### src/rtl/flp_legacy_pkg.sv
package flp_legacy_pkg;

    // latch bit positions on the latch vector
    localparam int LB_PHASE0 = 0;
    localparam int LB_PHASE3 = 3;
    localparam int LB_MOTOR  = 4;
    localparam int LB_DRVSEL = 5;
    localparam int LB_SEL_LO = 6;
    localparam int LB_SEL_HI = 7;

    localparam int N_LATCH  = 8;
    localparam int DATA_W   = 8;
    localparam int ADDR_SHIFT = 9;

    // logical register numbers decoded from {SEL_HI, SEL_LO, MOTOR}
    typedef enum logic [2:0] {
        RG_ALL_ONES = 3'd0,
        RG_RD_DATA  = 3'd1,
        RG_RD_STAT0 = 3'd2,
        RG_RD_STAT1 = 3'd3,
        RG_RD_HSK0  = 3'd4,
        RG_RD_HSK1  = 3'd5,
        RG_MODE_SET = 3'd6,
        RG_WR_DATA  = 3'd7
    } flp_reg_e;

endpackage

### src/rtl/flp_latch_bank.sv
module flp_latch_bank #(
    parameter int N_LATCH = 8,
    localparam int SEL_W = $clog2(N_LATCH)
) (
    input  logic               clk_i,
    input  logic               rst_i,
    input  logic               clr_i,
    input  logic               acc_i,
    input  logic [SEL_W-1:0]   sel_i,
    input  logic               val_i,
    output logic [N_LATCH-1:0] latch_o,
    output logic [N_LATCH-1:0] latch_nxt_o
);

    typedef struct packed {
        logic [N_LATCH-1:0] bits;
    } bank_t;

    bank_t st_d, st_q;

    always_comb begin
        st_d = st_q;
        if (clr_i) begin
            st_d.bits = '0;
        end else if (acc_i) begin
            st_d.bits[sel_i] = val_i;
        end
    end

    always_ff @(posedge clk_i) begin
        if (rst_i) st_q <= '0;
        else       st_q <= st_d;
    end

    assign latch_o     = st_q.bits;
    assign latch_nxt_o = st_d.bits;

    // addressed latch takes the access value
    assert_addressed_latch_R2: assert property (@(posedge clk_i) disable iff (rst_i)
        (acc_i && !clr_i) |=> latch_o[$past(sel_i)] == $past(val_i));

    // only the addressed latch may move
    assert_other_latches_hold_R2: assert property (@(posedge clk_i) disable iff (rst_i)
        (acc_i && !clr_i) |=>
        (((latch_o ^ $past(latch_o)) & ~(N_LATCH'(1) << $past(sel_i))) == '0));

    // idle cycles leave the vector alone
    assert_idle_stable_R3: assert property (@(posedge clk_i) disable iff (rst_i)
        (!acc_i && !clr_i) |=> $stable(latch_o));

    // return-to-legacy empties the vector
    assert_clear_latches_R9: assert property (@(posedge clk_i) disable iff (rst_i)
        clr_i |=> latch_o == '0);

endmodule

### src/rtl/flp_unlock_seq.sv
module flp_unlock_seq #(
    parameter int          SEQ_LEN = 4,
    parameter logic [3:0]  KEY     = 4'b1101,
    localparam int CNT_W = $clog2(SEQ_LEN)
) (
    input  logic clk_i,
    input  logic rst_i,
    input  logic clr_i,
    input  logic step_i,
    input  logic key_bit_i,
    output logic req_o
);

    localparam logic [CNT_W-1:0] LAST = CNT_W'(SEQ_LEN - 1);

    typedef struct packed {
        logic [CNT_W-1:0] cnt;
        logic             req;
    } seq_t;

    seq_t st_d, st_q;

    always_comb begin
        st_d     = st_q;
        st_d.req = 1'b0;
        if (clr_i) begin
            st_d.cnt = '0;
        end else if (step_i && (key_bit_i == KEY[st_q.cnt])) begin
            if (st_q.cnt == LAST) begin
                st_d.cnt = '0;
                st_d.req = 1'b1;
            end else begin
                st_d.cnt = st_q.cnt + CNT_W'(1);
            end
        end
    end

    always_ff @(posedge clk_i) begin
        if (rst_i) st_q <= '0;
        else       st_q <= st_d;
    end

    assign req_o = st_q.req;

    // the request never lasts two cycles
    assert_req_single_R7: assert property (@(posedge clk_i) disable iff (rst_i)
        req_o |=> !req_o);

    // a request leaves the detector back at its first step
    assert_req_restarts_R7: assert property (@(posedge clk_i) disable iff (rst_i)
        req_o |-> st_q.cnt == '0);

    // without a mode-set write the detector is frozen
    assert_no_step_hold_R8: assert property (@(posedge clk_i) disable iff (rst_i)
        (!step_i && !clr_i) |=> (st_q.cnt == $past(st_q.cnt)) && !req_o);

    // clear resets the detector and suppresses the request
    assert_clear_seq_R9: assert property (@(posedge clk_i) disable iff (rst_i)
        clr_i |=> (st_q.cnt == '0) && !req_o);

endmodule

### src/rtl/flp_legacy_decoder.sv
module flp_legacy_decoder
    import flp_legacy_pkg::*;
#(
    parameter int SHIFT  = ADDR_SHIFT,
    parameter int DW     = DATA_W,
    parameter int KEYPOS = 6,
    localparam int SEL_W  = $clog2(N_LATCH),
    localparam int ADDR_W = SHIFT + SEL_W + 1
) (
    input  logic              clk_i,
    input  logic              rst_i,
    input  logic              leave_enh_i,
    input  logic [ADDR_W-1:0] addr_i,
    input  logic              rd_i,
    input  logic              wr_i,
    input  logic [DW-1:0]     wdata_i,
    output logic [DW-1:0]     rdata_o,
    output logic [N_LATCH-1:0] latch_o,
    output logic              enh_req_o
);

    typedef struct packed {
        logic [DW-1:0] rdata;
    } rd_t;

    rd_t rd_d, rd_q;

    logic               acc;
    logic [SEL_W-1:0]   sel;
    logic               val;
    logic [N_LATCH-1:0] latch_nxt;
    flp_reg_e           idx;
    logic               step;

    assign acc = rd_i | wr_i;
    assign sel = addr_i[SHIFT+SEL_W -: SEL_W];
    assign val = addr_i[SHIFT];

    flp_latch_bank #(.N_LATCH(N_LATCH)) u_latch (
        .clk_i       (clk_i),
        .rst_i       (rst_i),
        .clr_i       (leave_enh_i),
        .acc_i       (acc),
        .sel_i       (sel),
        .val_i       (val),
        .latch_o     (latch_o),
        .latch_nxt_o (latch_nxt)
    );

    always_comb begin
        idx  = flp_reg_e'({latch_nxt[LB_SEL_HI], latch_nxt[LB_SEL_LO], latch_nxt[LB_MOTOR]});
        step = wr_i && !leave_enh_i && (idx == RG_MODE_SET);
        rd_d = rd_q;
        if (rd_i && !leave_enh_i) begin
            rd_d.rdata = (idx == RG_ALL_ONES) ? '1 : '0;
        end
    end

    always_ff @(posedge clk_i) begin
        if (rst_i) rd_q <= '0;
        else       rd_q <= rd_d;
    end

    assign rdata_o = rd_q.rdata;

    flp_unlock_seq #(.SEQ_LEN(4), .KEY(4'b1101)) u_unlock (
        .clk_i     (clk_i),
        .rst_i     (rst_i),
        .clr_i     (leave_enh_i),
        .step_i    (step),
        .key_bit_i (wdata_i[KEYPOS]),
        .req_o     (enh_req_o)
    );

    // a read result agrees with the index held in the updated latches
    assert_read_pattern_R5: assert property (@(posedge clk_i) disable iff (rst_i)
        (rd_i && !leave_enh_i) |=>
        rdata_o == (({latch_o[LB_SEL_HI], latch_o[LB_SEL_LO], latch_o[LB_MOTOR]} == 3'd0)
                    ? {DW{1'b1}} : {DW{1'b0}}));

    // no read, no change of read data
    assert_read_hold_R5: assert property (@(posedge clk_i) disable iff (rst_i)
        (!rd_i || leave_enh_i) |=> $stable(rdata_o));

    // a request only follows a mode-set write
    assert_req_after_modeset_R6: assert property (@(posedge clk_i) disable iff (rst_i)
        enh_req_o |-> $past(wr_i) && !$past(leave_enh_i) &&
        ({latch_o[LB_SEL_HI], latch_o[LB_SEL_LO], latch_o[LB_MOTOR]} == 3'd6));

endmodule

### config.mk
export PLATFORM = sky130hd
export DESIGN_NAME = flp_legacy_decoder
export DESIGN_NICKNAME = d
export VERILOG_FILES = /design/src/rtl/flp_legacy_pkg.sv /design/src/rtl/flp_latch_bank.sv /design/src/rtl/flp_unlock_seq.sv /design/src/rtl/flp_legacy_decoder.sv
export SDC_FILE = /design/constraint.sdc
export NUM_CORES = 1
export LEC_CHECK = 0
export BUFFER_PORTS_ARGS = -buffer_cell sky130_fd_sc_hd__buf_2
export CORE_MARGIN = 2
export CORE_UTILIZATION = 43
export DETAILED_ROUTE_END_ITERATION = 12
export GPL_ROUTABILITY_DRIVEN = 0
export PLACE_DENSITY = 0.81
export SYNTH_ARGS = -nofsm -noshare
export SYNTH_HDL_FRONTEND = slang
export SYNTH_SLANG_ARGS = --single-unit
### constraint.sdc
create_clock -name clk_i -period 3.8 [get_ports clk_i]
set_clock_uncertainty 0.15 [all_clocks]
set_input_delay 0.57 -clock clk_i [delete_from_list [all_inputs] [get_ports clk_i]]
set_output_delay 0.57 -clock clk_i [all_outputs]
set_load 0.05 [all_outputs]
After elaboration in Yosys (flattened, before gate mapping)
Index checks and enable logic that the tools add are counted.
{"block": "totals", "latchBits": 0, "memories": 0, "mem_bits_rw": 0, "out_inout_bits": 17, "input_bits": 26, "register_bits": 19, "wordCells": 33, "romBits": 0}
{"block": "classes", "add_sub_neg": 1, "mux": 10, "n_reduce_logical": 9, "n_bitwise": 2, "n_div": 0, "magnitude_cmp": 3, "mul": 0, "eq_ne": 3, "n_shift": 0}
{"cell": "two-way mux 8 bit", "count": 3}
{"cell": "bitwise mux 8 bit", "count": 1}
{"cell": "logical AND 1 bit", "count": 5}
{"cell": "less-than comparator 3 x 4 -> 1 bit (second input constant)", "count": 1}
{"cell": "demux 1 bit (select 3 bit)", "count": 1}
{"cell": "equality test 3 bit (second input constant)", "count": 1}
{"cell": "greater-or-equal comparator 3 x 1 -> 1 bit (second input constant)", "count": 1}
{"cell": "zero test 3 bit", "count": 1}
{"cell": "less-than comparator 2 x 3 -> 1 bit (second input constant)", "count": 1}
{"cell": "two-way mux 1 bit", "count": 3}
{"cell": "OR reduction 3 bit", "count": 1}
{"cell": "adder 2 x 1 -> 2 bit (second input constant)", "count": 1}
{"cell": "binary-select mux 1 bit (select 2 bit)", "count": 1}
{"cell": "equality test 2 bit (second input constant)", "count": 1}
{"cell": "two-way mux 2 bit", "count": 1}
{"cell": "OR reduction 2 bit", "count": 1}
{"cell": "equality test 1 bit", "count": 1}
{"cell": "zero test 1 bit", "count": 1}
{"cell": "NOT 1 bit", "count": 1}
{"cell": "bitwise OR 1 bit", "count": 1}

Logic depth before layout (Yosys ltp)
Gate-level depths: netlist (run 1).
{"block": "depth", "word_depth": 12, "depth_mapped": 6, "ltp_nobuf": 6}

Hierarchy
Synthesis (run 1) repeated with hierarchy kept, for this count alone.
{"block": "hier_totals", "hier_cells": 84, "hier_area_um2": 838.3}
{"mod": "flp_latch_bank", "seq_area_each_um2": 160.2, "cells_per_inst": 53, "area_each_um2": 549.3, "instances": 1}
{"mod": "flp_unlock_seq", "seq_area_each_um2": 60.1, "cells_per_inst": 16, "area_each_um2": 167.7, "instances": 1}
{"mod": "flp_legacy_decoder", "seq_area_each_um2": 20.0, "cells_per_inst": 15, "area_each_um2": 121.4, "instances": 1}

Worst setup path before layout (run 1)
Ideal clock, no wire load.
{"block": "synth_timing", "kind": "input-to-reg", "startpoint": "input addr_i[10]", "endpoint": "register u_unlock.st_q[1] (netlist bit)", "setup_ps": 72, "arrival_ps": 1676, "cell_stages": 4, "setup_slack_ps": 1903, "path_buffers": 0, "cell_sequence": "nor4b_2 -> mux2_2 -> nor4_4 -> mux2i_1"}
{"block": "synth_between", "elab_chain_len": 10, "elab_cells_between_ends": 11, "cone_classes": "order compare: 2; eq/ne: 1; mux: 5; reduce/logical: 3"}
{"element": "start, declared", "line_no": "flp_legacy_decoder.sv:13", "text": "input logic [ADDR_W-1:0] addr_i,"}
{"element": "less-than comparator 3 x 4 -> 1 bit (implied by the code) / greater-or-equal comparator 3 x 1 -> 1 bit (equally long branches)", "line_no": "flp_latch_bank.sv:26", "text": "st_d.bits[sel_i] = val_i;"}
{"element": "logical AND 1 bit (implied by the code)", "line_no": "flp_latch_bank.sv:26"}
{"element": "two-way mux 1 bit (implied by the code)", "line_no": "flp_latch_bank.sv:26"}
{"element": "demux 1 bit (select 3 bit) (*)"}
{"element": "bitwise mux 8 bit (*)", "line_no": "flp_latch_bank.sv:26"}
{"element": "two-way mux 8 bit (*)", "line_no": "flp_latch_bank.sv:25", "text": "end else if (acc_i) begin"}
{"element": "two-way mux 8 bit (*)", "line_no": "flp_latch_bank.sv:23", "text": "if (clr_i) begin"}
{"element": "equality test 3 bit (*)", "line_no": "flp_legacy_decoder.sv:52", "text": "step = wr_i && !leave_enh_i && (idx == RG_MODE_SET);"}
{"element": "logical AND 1 bit (*)", "line_no": "flp_legacy_decoder.sv:52"}
{"element": "logical AND 1 bit (*)", "line_no": "flp_unlock_seq.sv:28", "text": "end else if (step_i && (key_bit_i == KEY[st_q.cnt])) begin"}
{"element": "end signal, assigned", "line_no": "flp_unlock_seq.sv:40", "text": "else st_q <= st_d;"}
{"element": "end, declared", "line_no": "flp_unlock_seq.sv:21", "text": "seq_t st_d, st_q;"}
Every way passes the cells marked *; elsewhere a longest branch is shown, timed or not.
A chain may end at the register's enable or synchronous reset.

Worst setup path after layout (run 1)
{"block": "layout_timing", "startpoint": "input wr_i", "endpoint": "register u_unlock.st_q[1] (netlist bit)"}
{"block": "layout_between", "elab_chain_len": 6, "elab_cells_between_ends": 7, "cone_classes": "eq/ne: 1; mux: 2; bitwise: 1; reduce/logical: 3"}
{"element": "start, declared", "line_no": "flp_legacy_decoder.sv:15", "text": "input logic wr_i,"}
{"element": "bitwise OR 1 bit", "line_no": "flp_legacy_decoder.sv:35", "text": "assign acc = rd_i | wr_i;"}
{"element": "two-way mux 8 bit", "line_no": "flp_latch_bank.sv:25"}
{"element": "two-way mux 8 bit", "line_no": "flp_latch_bank.sv:23"}
{"element": "equality test 3 bit", "line_no": "flp_legacy_decoder.sv:52"}
{"element": "logical AND 1 bit (*)", "line_no": "flp_legacy_decoder.sv:52"}
{"element": "logical AND 1 bit (*)", "line_no": "flp_unlock_seq.sv:28"}
Marked as above.

==> results of run 1 <==
synthesized netlist by cell type (all sizes together):
| master | number |
|---|---|
| nand2 | 4 |
| and3 | 1 |
| nor2b | 2 |
| nor3b | 2 |
| or3 | 2 |
| and4bb | 1 |
| or2 | 1 |
| ha | 2 |
| nor3 | 2 |
| mux2 | 1 |
| o2111ai | 1 |
| mux2i | 9 |
| clkbuf | 1 |
| buf | 8 |
| a31oi | 1 |
| nor4b | 2 |
| a41oi | 1 |
| xor2 | 1 |
| o21ai | 1 |
| nor2 | 12 |
| inv | 2 |
| dfxtp | 12 |
| nor4 | 2 |
worst paths after layout:
path	end	depth (start not counted)	slack, ns	from
worst max-delay path	u_unlock.st_q[1]	6	1.94	wr_i
worst min-delay path	u_unlock.st_q[2]	2	0.35	u_unlock.st_q[2]
worst min register to register	u_unlock.st_q[2]	2	0.35	u_unlock.st_q[2]
worst max register to register	u_unlock.st_q[1]	6	2.25	u_unlock.st_q[2]
routing by layer:
metal / GRT usage (%) / up-vias / routed length, um
met5: 0 / - / 0
met4: 4.85 / 0 / 10
met3: 7.92 / 3 / 67
met2: 26.0 / 10 / 637
met1: 17.0 / 263 / 528
li1: - / 284 / -
power breakdown:
part | switching, mW | internal (mW) | total (mW)
Clock | 0.0470 | 0.0583 | 0.105
Sequential | 0.00161 | 0.127 | 0.129
Combinational | 0.0416 | 0.0156 | 0.0571
Total | 0.0902 | 0.201 | 0.291
per-stage QoR:
step,power (mW),instances
after CTS,0.295,108
final,0.291,108
after global routing,0.305,108
after global placement,0.188,104
after detailed placement,0.189,104
after floorplan,0.179,71
logic make-up (layout without fill, tap and decap cells):
group,count (synthesis),count (layout),share of synthesized area (%)
xor gates and xnor gates,1,1,1.31
DFF,12,12,36.0
AOI/OAI and AO/OA,4,4,4.32
and+or+nand+nor,31,31,29.1
buffers and inverters,11,32,10.3
adders and majority gates,2,2,3.75
muxes,10,10,15.2
critical path: stages:
cell and delay, ns:
buf_2 0.13, nor2_2 0.18, and4bb_1 0.26, mux2i_1 0.20, nor4_4 0.37, mux2i_1 0.22
final cells by class:
class	instances	area [sq um]	area share [%]
clock buffers	4	36.3	4.58
inverters	2	7.51	0.948
multi-input cells	48	358	45.2
flip-flops and latches	12	240	30.3
well taps	16	20.0	2.53
repair buffers	26	130	16.4
==> run summary, run 1 <==
status: finished clean
leakage dissipation: 0.360 nW
RSZ-0062 raised after global routing: false
antenna-violating nets left: 0
Rel. slew slack: 68.1%
Syn Nets: 99
Worst EP required: 3.86 ns
Post-DP HPWL: 1000 um
final hold violations: 0
Avg Synthesized Cell Area: 9.39 sq um
worst hold margin: 0.345 ns
Final Util: 53.8%
Port Buffer Count: 26
fin nets: 121
actual slew at the worst max-slew pin: 0.476 ns
cts-stage hold buffer count: 0
Peak Freq: 538 MHz
register area share after synthesis: 36.0%
area leader, netlist: dfxtp_1
site row count: 14
CP arrival: 1.92 ns
Reg clk slew, reported paths: 0.08 ns
Synthesis Warnings: 0
first-pass GRT wire length: 2140 um
setup TNS: 0 ns
antenna violations before repair: 0
Final setup violation count: 0
ANT cells: 0
type of the most critical hold path: reg2reg
First-pass DRT Iterations: 2
crit path launch type: primary input
Num Clock Sinks: 12
Synth top area share: 36.0%
placed cell areas: 756 sq um
pwr dens: 368 mW/mm^2
Final WS setup: 1.94 ns
TritonCTS clock tree: done
grt ovf: 0
via/cell ratio: 5.19
post-CTS setup buffers: 0
fin area: 792 sq um
DRT iter0 DRCs: 2
I/O Pins: 43
highest fanout seen on the critical path: 4
Final Cycle Share: 48.9%
clk buf depth: 2
GR Util All Layers: 15.5%
synth unique cells: 28
VDD IR max: 0.213 mV
synth top area cells: dfxtp_1, mux2i_1, buf_4
Initial Utilization: 45.3%
most frequent cells in the layout: buf_2, dfxtp_1, nor2_1, mux2i_1, nand2_1
worst setup path class: in2reg
die area: 0.00188 sq mm
#FFs+latches synth: 12
DRC errors left: 0
Post-Synthesis Cells: 71
H-Tree Depth: 1
Final min period: 1.86 ns
largest net degree at the start of global routing: 10
WL final: 1240 um
DIE WIDTH: 43.4 um
max-cap violation count: 0
DIE HEIGHT: 43.4 um
DR vias: 560
vias in the first global route: 518
CP Capture Type: flop
total clock buffers created by CTS: 3
Mapped Area: 667 sq um
Clock Tree Root: clkbuf_4
worst skew pair latency: 0.28 ns
max-slew violations: 0
P&R area growth vs syn: 18.8%
core area: 0.00147 sq mm
pre-CTS setup slack: 1.64 ns
CTS resizes: 0
fillers: 142
commonest non-fill, non-tap cell in the layout: buf_2
layout cells sized above 1: 38.0%
WL/cell: 11.5 um
Note: power is estimated with default switching activity, not from simulation.
==> run 2, diff against run 1 <==
--- a/config.mk
+++ b/config.mk
@@ -7,10 +7,10 @@
 export LEC_CHECK = 0
 export BUFFER_PORTS_ARGS = -buffer_cell sky130_fd_sc_hd__buf_2
 export CORE_MARGIN = 2
-export CORE_UTILIZATION = 43
+export CORE_UTILIZATION = 40
 export DETAILED_ROUTE_END_ITERATION = 12
 export GPL_ROUTABILITY_DRIVEN = 0
-export PLACE_DENSITY = 0.81
+export PLACE_DENSITY = 0.76
 export SYNTH_ARGS = -nofsm -noshare
 export SYNTH_HDL_FRONTEND = slang
 export SYNTH_SLANG_ARGS = --single-unit
==> constraint.sdc (replaced) <==
create_clock -name clk_i -period 1.9 [get_ports clk_i]
set_clock_uncertainty 0.15 [all_clocks]
set_input_delay 0.285 -clock clk_i [delete_from_list [all_inputs] [get_ports clk_i]]
set_output_delay 0.285 -clock clk_i [all_outputs]
set_load 0.05 [all_outputs]
==> run summary, run 2 (synthesis gave the netlist of run 1 again) <==
critical path cell sequence: buf_2 > nor2_2 > and4bb_1 > mux2i_1 > nor4_4 > mux2i_1
via/cell ratio: 4.98 (-3.9%)
Critical Path Max Stage Delay: 0.40 ns (+0.03 ns)
most frequent cells in the layout: buf_2, dfxtp_1, nor2_1, mux2i_1, nand2_1
vias in the first global route: 480 (-7.3%)
commonest non-fill, non-tap cell in the layout: buf_2
P&R area growth vs syn: 19.9%
Rel. slew slack: 65.5% (-2.6 points)
Post-DP HPWL: 1020 um (+1.4%)
largest net degree at the start of global routing: 10 (unchanged)
actual slew at the worst max-slew pin: 0.515 ns (+0.0390 ns)
Final min period: 1.60 ns
setup TNS: 0 ns (unchanged)
GR Util All Layers: 13.1% (-2.3 points)
CTS resizes: 0 (unchanged)
antenna violations before repair: 0 (unchanged)
Final Util: 51.9% (-2.0 points)
met3 global-route usage: 1.20% (-6.7 points)
ANT cells: 0 (unchanged)
highest fanout seen on the critical path: 4 (unchanged)
Initial Utilization: 43.3% (-2.1 points)
I/O Pins: 43 (unchanged)
Final setup violation count: 0 (unchanged)
grt ovf: 0 (unchanged)
M2 GR Usage: 22.3% (-3.7 points)
layout cells sized above 1: 38.7% (+0.67 points)
die area: 0.00201 sq mm (+6.8%)
core area: 0.00154 sq mm (+4.8%)
Num Clock Sinks: 12 (unchanged)
DRC errors left: 0 (unchanged)
max-slew violations: 0 (unchanged)
H-Tree Depth: 1 (unchanged)
leakage dissipation: 0.366 nW (+1.5%)
DIE HEIGHT: 44.8 um (+3.3%)
RSZ-0062 raised after global routing: false
Worst EP required: 1.96 ns (-1.90 ns)
Port Buffer Count: 26 (unchanged)
DR vias: 543 (-3.0%)
Reg clk slew, reported paths: 0.07 ns (about the same)
grt met1 use: 15.6% (-1.3 points)
Final Cycle Share: 84.1%
fin nets: 122 (+0.83%)
WL/cell: 11.5 um (about the same)
worst hold margin: 0.0702 ns (-0.275 ns)
sequential cell area: 240 sq um (unchanged)
Clock Tree Root: clkbuf_4
First-pass DRT Iterations: 4 (+2)
antenna-violating nets left: 0 (unchanged)
DIE WIDTH: 44.8 um (+3.3%)
CP max stage cell: nor4_4
total clock buffers created by CTS: 3 (unchanged)
max-cap violation count: 0 (unchanged)
site row count: 14 (unchanged)
Worst path most repeated cell: mux2i_1
clk buf depth: 2 (unchanged)
final hold violations: 0 (unchanged)
Peak Freq: 626 MHz
DRT iter0 DRCs: 3 (+1)
cts-stage hold buffer count: 0 (unchanged)
post-CTS setup buffers: 0 (unchanged)
multi-input logic area: 358 sq um (unchanged)
CP arrival: 1.66 ns (-0.26 ns)
TritonCTS clock tree: done
pwr dens: 721 mW/mm^2 (+96%)
first-pass GRT wire length: 1900 um (-11%)
VDD IR max: 0.425 mV (+99%)
fillers: 156 (+9.9%)
worst setup path class: in2reg
type of the most critical hold path: in2reg
status: finished clean
WL final: 1260 um (+0.97%)
grt peak-use layer: met2
CP Capture Type: flop
worst skew pair latency: 0.28 ns (about the same)
crit path launch type: primary input
-- run 2: cell count changes in the layout (fill, tap and decap cells not counted) --
cell / change
buf_4: +1
-- run 2: final timing paths --
kind,slack (ns),cells after the start,endpoint,from
setup / recovery,0.30,6,u_unlock.st_q[1],wr_i
hold / removal,0.07,2,u_latch.latch_o[7],rst_i
setup reg to reg,0.32,6,u_unlock.st_q[1],u_unlock.st_q[2]
hold reg to reg,0.33,2,u_unlock.st_q[2],u_unlock.st_q[2]
-- run 2: layout make-up --
class | instances | area share, %
Tap cell | 16 | 2.50
Clock buffer | 4 | 4.54
Timing Repair Buffer | 27 | 17.2
Sequential cell | 12 | 30.0
Multi-Input combinational cell | 48 | 44.8
Inverter | 2 | 0.939
-- run 2: power breakdown --
group	switching, mW	total [mW]	internal (mW)
combinational	0.0834	0.115	0.0320
sequential	0.00310	0.258	0.255
clock	0.0865	0.203	0.117
total	0.173	0.576	0.403
-- run 2: critical path, delay by kind of cell --
family	cells	cell delay, ns
AND/OR/NAND/NOR	3	0.83
multiplexers	2	0.43
buffers and inverters	1	0.12
-- run 2: metal layers --
metal / wire, um / vias to the layer above / part of all wire (%)
met5: 0 / - / 0
met4: 24 / 0 / 1.9
met3: 54 / 3 / 4.3
met2: 610 / 9 / 49
met1: 565 / 242 / 45
li1: - / 289 / -
-- run 2: through the flow --
stage | cells | power (mW) | instance area, sq um | setup slack, ns
after detailed placement | 105 | 0.380 | 763 | 0.00803
after floorplan | 71 | 0.358 | 667 | 0.260
after global routing | 109 | 0.600 | 800 | 0.230
after CTS | 109 | 0.581 | 800 | 0.297
after global placement | 105 | 0.378 | 763 | 0.0650
final | 109 | 0.576 | 800 | 0.302
